$ cat config.mk
export PLATFORM = sky130hd
export DESIGN_NAME = mnt_rd_bridge
export DESIGN_NICKNAME = d
export VERILOG_FILES = /design/src/rtl/mnt_rd_pkg.sv /design/src/rtl/mnt_req_route.sv /design/src/rtl/mnt_rd_issue.sv /design/src/rtl/mnt_tid_fifo.sv /design/src/rtl/mnt_rd_bridge.sv
export SDC_FILE = /design/constraint.sdc
export NUM_CORES = 1
export LEC_CHECK = 0
export BUFFER_PORTS_ARGS = -buffer_cell sky130_fd_sc_hd__buf_2
export CAP_MARGIN = 20
export CORE_MARGIN = 8
export CORE_UTILIZATION = 49
export CTS_CLUSTER_SIZE = 40
export DETAILED_ROUTE_END_ITERATION = 8
export GPL_TIMING_DRIVEN = 0
export PLACE_DENSITY = 0.85
export SLEW_MARGIN = 30
export SYNTH_ARGS = -nofsm -noshare
export SYNTH_HDL_FRONTEND = slang
export SYNTH_SLANG_ARGS = --single-unit
$ cat constraint.sdc
create_clock -name clk -period 5.71 [get_ports clk]
set_input_delay 0.2855 -clock clk [delete_from_list [all_inputs] [get_ports clk]]
set_output_delay 0.2855 -clock clk [all_outputs]
set_load 0.05 [all_outputs]
$ cat src/rtl/mnt_rd_pkg.sv
package mnt_rd_pkg;
  localparam logic [3:0] TT_MNT_READ = 4'b0000;

  typedef enum logic [1:0] {
    ROUTE_LOCAL = 2'd0,
    ROUTE_EXT   = 2'd1
  } route_e;
endpackage

$ cat src/rtl/mnt_req_route.sv
module mnt_req_route
  import mnt_rd_pkg::*;
#(
  parameter int unsigned OFS_W  = 21,
  parameter logic [OFS_W-1:0] LOC_LO = 21'h10000,
  parameter logic [OFS_W-1:0] LOC_HI = 21'h1FFFF
) (
  input  logic [3:0]       ttype,
  input  logic [OFS_W-1:0] offset,
  output route_e           route
);
  logic in_window;

  always_comb begin
    in_window = (offset >= LOC_LO) && (offset <= LOC_HI);
    if ((ttype == TT_MNT_READ) && !in_window) route = ROUTE_EXT;
    else                                      route = ROUTE_LOCAL;
  end
endmodule

$ cat src/rtl/mnt_rd_issue.sv
module mnt_rd_issue #(
  parameter int unsigned OFS_W = 21,
  parameter int unsigned TID_W = 8
) (
  input  logic             clk,
  input  logic             rst_n,
  input  logic             load,
  input  logic [OFS_W-1:0] load_addr,
  input  logic [TID_W-1:0] load_tid,
  input  logic             waitrequest,
  output logic             rd,
  output logic [OFS_W-1:0] addr,
  output logic [TID_W-1:0] slot_tid,
  output logic             can_load,
  output logic             accepted
);
  assign accepted = rd && !waitrequest;
  assign can_load = !rd || !waitrequest;

  always_ff @(posedge clk) begin
    if (!rst_n) begin
      rd       <= 1'b0;
      addr     <= '0;
      slot_tid <= '0;
    end else if (can_load) begin
      rd <= load;
      if (load) begin
        addr     <= load_addr;
        slot_tid <= load_tid;
      end
    end
  end

  assert_hold_R3: assert property (@(posedge clk) disable iff (!rst_n)
    (rd && waitrequest) |=> (rd && $stable(addr) && $stable(slot_tid)));
endmodule

$ cat src/rtl/mnt_tid_fifo.sv
module mnt_tid_fifo #(
  parameter int unsigned DEPTH = 4,
  parameter int unsigned W     = 8
) (
  input  logic         clk,
  input  logic         rst_n,
  input  logic         push,
  input  logic [W-1:0] push_data,
  input  logic         pop,
  output logic [W-1:0] head,
  output logic [$clog2(DEPTH+1)-1:0] count
);
  localparam int unsigned PW = (DEPTH > 1) ? $clog2(DEPTH) : 1;
  localparam int unsigned CW = $clog2(DEPTH+1);

  logic [W-1:0]  mem [DEPTH];
  logic [PW-1:0] wr_ptr, rd_ptr;

  function automatic logic [PW-1:0] bump(input logic [PW-1:0] p);
    return (p == PW'(DEPTH-1)) ? '0 : p + 1'b1;
  endfunction

  assign head = mem[rd_ptr];

  always_ff @(posedge clk) begin
    if (!rst_n) begin
      wr_ptr <= '0;
      rd_ptr <= '0;
      count  <= '0;
    end else begin
      if (push) wr_ptr <= bump(wr_ptr);
      if (pop)  rd_ptr <= bump(rd_ptr);
      count <= count + CW'(push) - CW'(pop);
    end
  end

  always_ff @(posedge clk) begin
    if (push) mem[wr_ptr] <= push_data;
  end

  assert_no_overflow_R6: assert property (@(posedge clk) disable iff (!rst_n)
    push |-> ((count < CW'(DEPTH)) || pop));
  assert_no_underflow_R5: assert property (@(posedge clk) disable iff (!rst_n)
    pop |-> (count != '0));
endmodule

$ cat src/rtl/mnt_rd_bridge.sv
module mnt_rd_bridge
  import mnt_rd_pkg::*;
#(
  parameter int unsigned OFS_W  = 21,
  parameter int unsigned TID_W  = 8,
  parameter int unsigned DATA_W = 32,
  parameter int unsigned DEPTH  = 4,
  parameter logic [OFS_W-1:0] LOC_LO = 21'h10000,
  parameter logic [OFS_W-1:0] LOC_HI = 21'h1FFFF
) (
  input  logic              clk,
  input  logic              rst_n,
  input  logic              req_valid,
  output logic              req_ready,
  input  logic [3:0]        req_ttype,
  input  logic [OFS_W-1:0]  req_offset,
  input  logic [TID_W-1:0]  req_tid,
  output logic              loc_valid,
  input  logic              loc_ready,
  output logic [3:0]        loc_ttype,
  output logic [OFS_W-1:0]  loc_offset,
  output logic [TID_W-1:0]  loc_tid,
  output logic              mst_read,
  output logic [OFS_W-1:0]  mst_address,
  input  logic              mst_waitrequest,
  input  logic              mst_readdatavalid,
  input  logic [DATA_W-1:0] mst_readdata,
  output logic              rsp_valid,
  output logic [TID_W-1:0]  rsp_tid,
  output logic [DATA_W-1:0] rsp_data
);
  localparam int unsigned CW = $clog2(DEPTH+1);

  route_e          route;
  logic            is_ext, room, ext_ready, load, can_load, accepted, pop;
  logic [TID_W-1:0] slot_tid, head_tid;
  logic [CW-1:0]   fifo_count;
  logic [CW:0]     in_flight;

  mnt_req_route #(.OFS_W(OFS_W), .LOC_LO(LOC_LO), .LOC_HI(LOC_HI)) u_route (
    .ttype (req_ttype),
    .offset(req_offset),
    .route (route)
  );

  assign is_ext    = (route == ROUTE_EXT);
  assign in_flight = {1'b0, fifo_count} + (CW+1)'(mst_read);
  assign room      = in_flight < (CW+1)'(DEPTH);
  assign ext_ready = can_load && room;
  assign load      = req_valid && is_ext && ext_ready;
  assign req_ready = is_ext ? ext_ready : loc_ready;

  assign loc_valid  = req_valid && !is_ext;
  assign loc_ttype  = req_ttype;
  assign loc_offset = req_offset;
  assign loc_tid    = req_tid;

  mnt_rd_issue #(.OFS_W(OFS_W), .TID_W(TID_W)) u_issue (
    .clk        (clk),
    .rst_n      (rst_n),
    .load       (load),
    .load_addr  (req_offset),
    .load_tid   (req_tid),
    .waitrequest(mst_waitrequest),
    .rd         (mst_read),
    .addr       (mst_address),
    .slot_tid   (slot_tid),
    .can_load   (can_load),
    .accepted   (accepted)
  );

  assign pop = mst_readdatavalid && (fifo_count != '0);

  mnt_tid_fifo #(.DEPTH(DEPTH), .W(TID_W)) u_fifo (
    .clk      (clk),
    .rst_n    (rst_n),
    .push     (accepted),
    .push_data(slot_tid),
    .pop      (pop),
    .head     (head_tid),
    .count    (fifo_count)
  );

  assign rsp_valid = pop;
  assign rsp_tid   = head_tid;
  assign rsp_data  = mst_readdata;

  assert_cap_R6: assert property (@(posedge clk) disable iff (!rst_n)
    in_flight <= (CW+1)'(DEPTH));
  assert_issue_origin_R2: assert property (@(posedge clk) disable iff (!rst_n)
    $rose(mst_read) |-> $past(req_valid && req_ready && (req_ttype == TT_MNT_READ)));
  assert_rsp_follows_R5: assert property (@(posedge clk) disable iff (!rst_n)
    rsp_valid |-> mst_readdatavalid);
endmodule

## After elaboration in Yosys (flattened, before gate mapping)

Memories as Yosys holds them, arrays and structs flattened. A register that Yosys moved wholly into a read port is not among the register bits.
Cells that the tools add are included.

| word-level totals | value |
|---|---|
| register bits after elaboration | 37 |
| bits in writable memories | 32 |
| input port bits | 71 |
| output and inout port bits | 98 |
| logic and storage cells | 42 |
| memories kept | 1 |

| operators by class | value |
|---|---|
| add/subtract/negate cells | 5 |
| $lt $le $gt $ge | 3 |
| eq/ne operators | 3 |
| muxes and demuxes | 8 |
| reductions and logical operators | 16 |

Memories:

| memory | depth | width | rd ports | clocked after memory_dff | wr ports | line | RTL |
|---|---|---|---|---|---|---|---|
| u_fifo.mem | 4 | 8 | 1 | 1 | 1 | mnt_tid_fifo.sv:16 | `logic [W-1:0] mem [DEPTH];` |

Operators with widths:

| operator | count |
|---|---|
| 21-bit by 17-bit >= comparator with 1-bit output, second input constant | 1 |
| 21-bit by 17-bit less-or-equal comparator with 1-bit output, second input constant | 1 |
| 1-bit logical AND | 8 |
| 2-bit 2-to-1 mux | 4 |
| 2-bit by 1-bit adder with 2-bit output, second input constant | 2 |
| 3-bit by 1-bit adder with 4-bit output | 1 |
| 2-bit equality test, second input constant | 2 |
| 1-bit zero test | 4 |
| 4-bit zero test | 1 |
| 4-bit by 3-bit less-than comparator with 1-bit output, second input constant | 1 |
| 1-bit 2-to-1 mux | 4 |
| 3-bit by 1-bit adder with 3-bit output | 1 |
| 3-bit nonzero test | 1 |
| 3-bit by 1-bit subtractor with 3-bit output | 1 |
| 2-bit by 1-bit equality test with 1-bit output, second input constant | 1 |
| 2-bit AND reduction | 1 |
| 1-bit logical OR | 1 |

## Logic depth before layout (Yosys ltp)

| logic depth | value |
|---|---|
| depth after elaboration | 9 |
| gate-level depth with buffers | 8 |
| mapped depth without buffers | 8 |

## Hierarchy

From an unflattened synthesis, not the netlist that was laid out.

| second synthesis, totals | value |
|---|---|
| cell total of the unflattened synthesis | 293 |
| area total of the unflattened synthesis | 3407.0 µm² |

Modules (own cells, without submodules):

| module | instances | cells each | area an instance (µm²) | seq. area each (µm²) |
|---|---|---|---|---|
| mnt_tid_fifo | 1 | 82 | 1605.3 | 1141.1 |
| mnt_rd_issue | 1 | 132 | 1214.9 | 600.6 |
| mnt_rd_bridge | 1 | 73 | 551.8 | 0.0 |
| mnt_req_route | 1 | 6 | 35.0 | 0.0 |

## Least setup slack after synthesis

OpenSTA, ideal clock, no wires.

| timing path | value |
|---|---|
| path type | reg-to-reg |
| from | register u_fifo.count[1] |
| to | register u_fifo.count[2] |
| setup time | 0.115 ns |
| arrival | 2.318 ns |
| data required time | 5.595 ns |
| path slack | 3.277 ns |
| cell stages (with the launch flop) | 9 |
| buffers on the path | 0 |
| clock period less this slack | 2.433 ns |
| cells stage by stage | dfxtp_1 -> o31ai_1 -> inv_1 -> ha_1 -> inv_1 -> ha_1 -> fa_1 -> xnor2_1 -> and2_1 |

| between the ends | value |
|---|---|
| word-level cells in the longest chain between the ends | 3 |
| elaborated cells on any way between the ends | 4 |
| those cells by class | add/sub (2); reduce/logical (2) |

Ends and longest elaborated chain:

| what | line | RTL |
|---|---|---|
| start: declaration | mnt_tid_fifo.sv:11 | `output logic [$clog2(DEPTH+1)-1:0] count` |
| start signal: assignment | mnt_tid_fifo.sv:33 | `count <= count + CW'(push) - CW'(pop);` |
| 3-bit nonzero test | mnt_rd_bridge.sv:72 | `assign pop = mst_readdatavalid && (fifo_count != '0);` |
| 1-bit logical AND | mnt_rd_bridge.sv:72 |  |
| net rsp_valid | mnt_rd_bridge.sv:28 | `output logic rsp_valid,` |
| 3-bit by 1-bit subtractor with 3-bit output | mnt_tid_fifo.sv:33 |  |

The timed path passes the listed nets, and every way through them passes these cells.
A chain may end at the register's enable or synchronous reset.

## Final worst setup path

| timing path | value |
|---|---|
| from | register u_fifo.count[1] |
| to | register u_fifo.count[2] |

| between the ends | value |
|---|---|
| word-level cells in the longest chain between the ends | 3 |
| elaborated cells on any way between the ends | 4 |
| those cells by class | add/sub (2); reduce/logical (2) |

Ends and longest elaborated chain:

| what | line |
|---|---|
| parallel branches: the longest is 2 deep, another holds 3-bit by 1-bit adder with 3-bit output | - |
| 3-bit by 1-bit subtractor with 3-bit output * | mnt_tid_fifo.sv:33 |

Mark *: on every way between the ends.

==> impl_metrics.yaml <==
final_layout:
  finalNetCount: 522
  final-seq-area_um2: 1740
  final_area_um2: 4340
  num_antenna_cells: 0
  area_growth_pct: 27.9
  multiInputGateArea_um2: 1060
  nFillCells: 550
  drive_above_1_share_pct: 51.5
  layout.cells.non_filler: 527
min_path:
  hold_class: "in -> reg"
synth:
  ys.flop_type: "dfxtp_1"
  syn_inst: 296
  synth_common_cells: "buf_4 (65), nand2_1 (58), dfxtp_1 (39)"
  synth_cell_types: 30
  async_reset_ff_share_pct: 0
  syn_avg_cell_area_um2: 11.5
  yosysWarnings: 0
  synth_seq_area_share_pct: 51.3
  syn_area_um2: 3400
  ys_ff_latch: 71
  synth_top_area_cell: "edfxtp_1"
  synth.most_common_cell: "buf_4"
  ys_top_cells_by_area: "edfxtp_1 (28%), dfxtp_1 (23%), buf_4 (14%), mux2i_1 (8.8%), nand2_1 (6.4%)"
  synth_edf_count: 32
  synth.top_cell.area_share_pct: 28.3
  synth_nets: 376
timing:
  skew_ps: 7.57
  setup_tns_ps: 0
  tightest_slew_ps: 628
  fmax_mhz: 419
  finalHoldViolations: 0
  maxSlewHeadroom_pct: 57.8
  holdWs_ps: 184
  min_period_over_period_pct: 41.8
  rsz0062_at_grt: "no"
  final-setup-viol-count: 0
  maxSlewViolCount: 0
  fin_crit_ps: 2380
clock_network:
  clock_path_buffers: 2
  numClockSinks: 71
  cts_tree: "yes"
  htreeDepth: 3
  post_cts_resized: 0
  ctsHoldBuffers: 0
  cts_buffers: 9
  clkSlewWorstSetupHoldPaths_ps: 70
  postCtsSetupRepairBufs: 0
  clockRootBuffer: "clkbuf_8"
  clk_latency_ps: 350
detailed_routing:
  drt-initial-drc-count: 104
  vias: 2494
  wire_per_inst_um: 15.9
  drc: 0
  vias_per_cell: 4.73
  dr.pass1.iters: 4
  wl_um: 8360
  ant_nets: 0
critical_path:
  crit_path_top_delay_cell: "o31ai_1"
  cp_max_fo: 5
  endpoint_kind: "register"
  required_ps: 5960
  critPathMaxStageDelay_ps: 580
  arrival_ps: 2630
  startpoint_type: "register"
  path_cells: "o31ai_1 > inv_1 > ha_1 > inv_1 > ha_1 > fa_1 > xnor2_1 > and2_1"
  critPathKind: "reg -> reg"
power_and_ir_drop:
  total_leakage_power_nw: 2.01
  seq_power_share_pct: 41.5
  share_comb_of_total_power_pct: 32.2
  p_sw_share_pct: 35.6
  ir_worst_vdd_uv: 166
  cellPowerDensity_nw_per_um2: 313
  power_mw: 1.36
  p_switching_mw: 0.485
  p_clk_share_pct: 26.3
  p_int_mw: 0.876
placement:
  hpwlAfterDp_um: 6500
  numPortBuffers: 135
  dpl-instance-area_um2: 4170
  dp_cells: 511
  finalWeightedCongestion: 0.748
floorplanning:
  num_rows: 30
  fp.dieH_um: 99.2
  die-area_um2: 9850
  ios: 169
  core-area_um2: 6760
  die_x_um: 99.2
  initial_utilization_pct: 50.3
global_route:
  grt_pass1_wl_um: 13300
  antenna_found_initial: 0
  grt_max_degree: 12
  grt_overflow: 0
  grt_usage_pct: 17.4
  grt_pass1_vias: 2789
outcome:
  outcome: "complete, no violations"
job:
  drv_cap: 0
final cells by class:
type | instances | area share [%]
Sequential cell | 71 | 40.1
Multi-Input combinational cell | 139 | 24.5
Timing Repair Buffer | 135 | 15.6
Buffer | 77 | 12.8
Clock buffer | 15 | 3.83
Tap cell | 80 | 2.30
Inverter | 9 | 0.778
Clock inverter | 1 | 0.115
worst max-delay path, delay by kind of cell, from the launching register on:
kind / cells / cell delay (ps)
xor+xnor: 1 / 130
simple gates: 1 / 150
buf+inv: 2 / 200
compound gates: 1 / 580
fa+ha+maj: 3 / 870
flops: 1 / 360
routing by layer:
layer / share of wire, % / wire length (um) / up-vias / GRT usage (%)
li1: - / - / 1219 / -
met5: 0 / 0 / - / 0
met4: 2.3 / 191 / 0 / 7.80
met1: 38 / 3160 / 1138 / 17.2
met2: 49 / 4090 / 123 / 29.1
met3: 11 / 915 / 14 / 9.64
cells in the final DEF (no fill, tap or decap), types with 9 or more instances in the layout:
cell / netlist / layout
dfxtp_1: 39 / 39
clkbuf_1: 7 / 11
clkbuf_8: 0 / 11
buf_2: 1 / 136
buf_4: 65 / 65
nand2_1: 58 / 58
and2_1: 9 / 9
edfxtp_1: 32 / 32
inv_1: 9 / 9
mux2i_1: 30 / 30
power by group through the flow:
stage          clock [mW]  combinational (mW)  sequential [mW]
3_3_place_gp            0               0.435            0.573
5_1_grt             0.387               0.468            0.567
3_5_place_dp            0               0.442            0.575
6_report            0.358               0.438            0.565
2_1_floorplan           0               0.343            0.579
4_1_cts             0.362               0.444            0.565
sequential cells by signal (all words and copies together), names as in the netlist, named ones only:
register / count
u_issue.addr: 21
u_issue.slot_tid: 8
u_issue.rd: 1
u_fifo.wr_ptr: 2
u_fifo.mem: 32
u_fifo.rd_ptr: 2
u_fifo.count: 3
final timing paths:
check	from	to	slack (ps)	depth (start not counted)
max	u_fifo.count[1]$_SDFF_PN0_	u_fifo.count[2]$_SDFF_PN0_	3330	8
max reg2reg	u_fifo.count[1]$_SDFF_PN0_	u_fifo.count[2]$_SDFF_PN0_	3330	8
min	req_offset[9]	u_issue.addr[9]$_SDFFE_PN0P_	180	3
min reg2reg	u_issue.addr[17]$_SDFFE_PN0P_	u_issue.addr[17]$_SDFFE_PN0P_	460	2
cell families after synthesis:
group / Yosys count / synth area share (%)
flops: 71 / 51.3
compound gates: 12 / 2.84
buf+inv: 86 / 17.4
fa+ha+maj: 9 / 3.54
simple gates: 79 / 10.5
mux: 38 / 14.1
xor+xnor: 1 / 0.258
metrics by stage:
| step | util [%] | worst slack [ps] |
|---|---|---|
| after global routing | 64.3 | 3160 |
| after CTS | 64.3 | 3330 |
| after detailed placement | 61.7 | 3390 |
| after floorplan | - | 3280 |
| after global placement | 61.7 | 3470 |
| final | 64.3 | 3330 |
(Power assumes the default switching activity.)
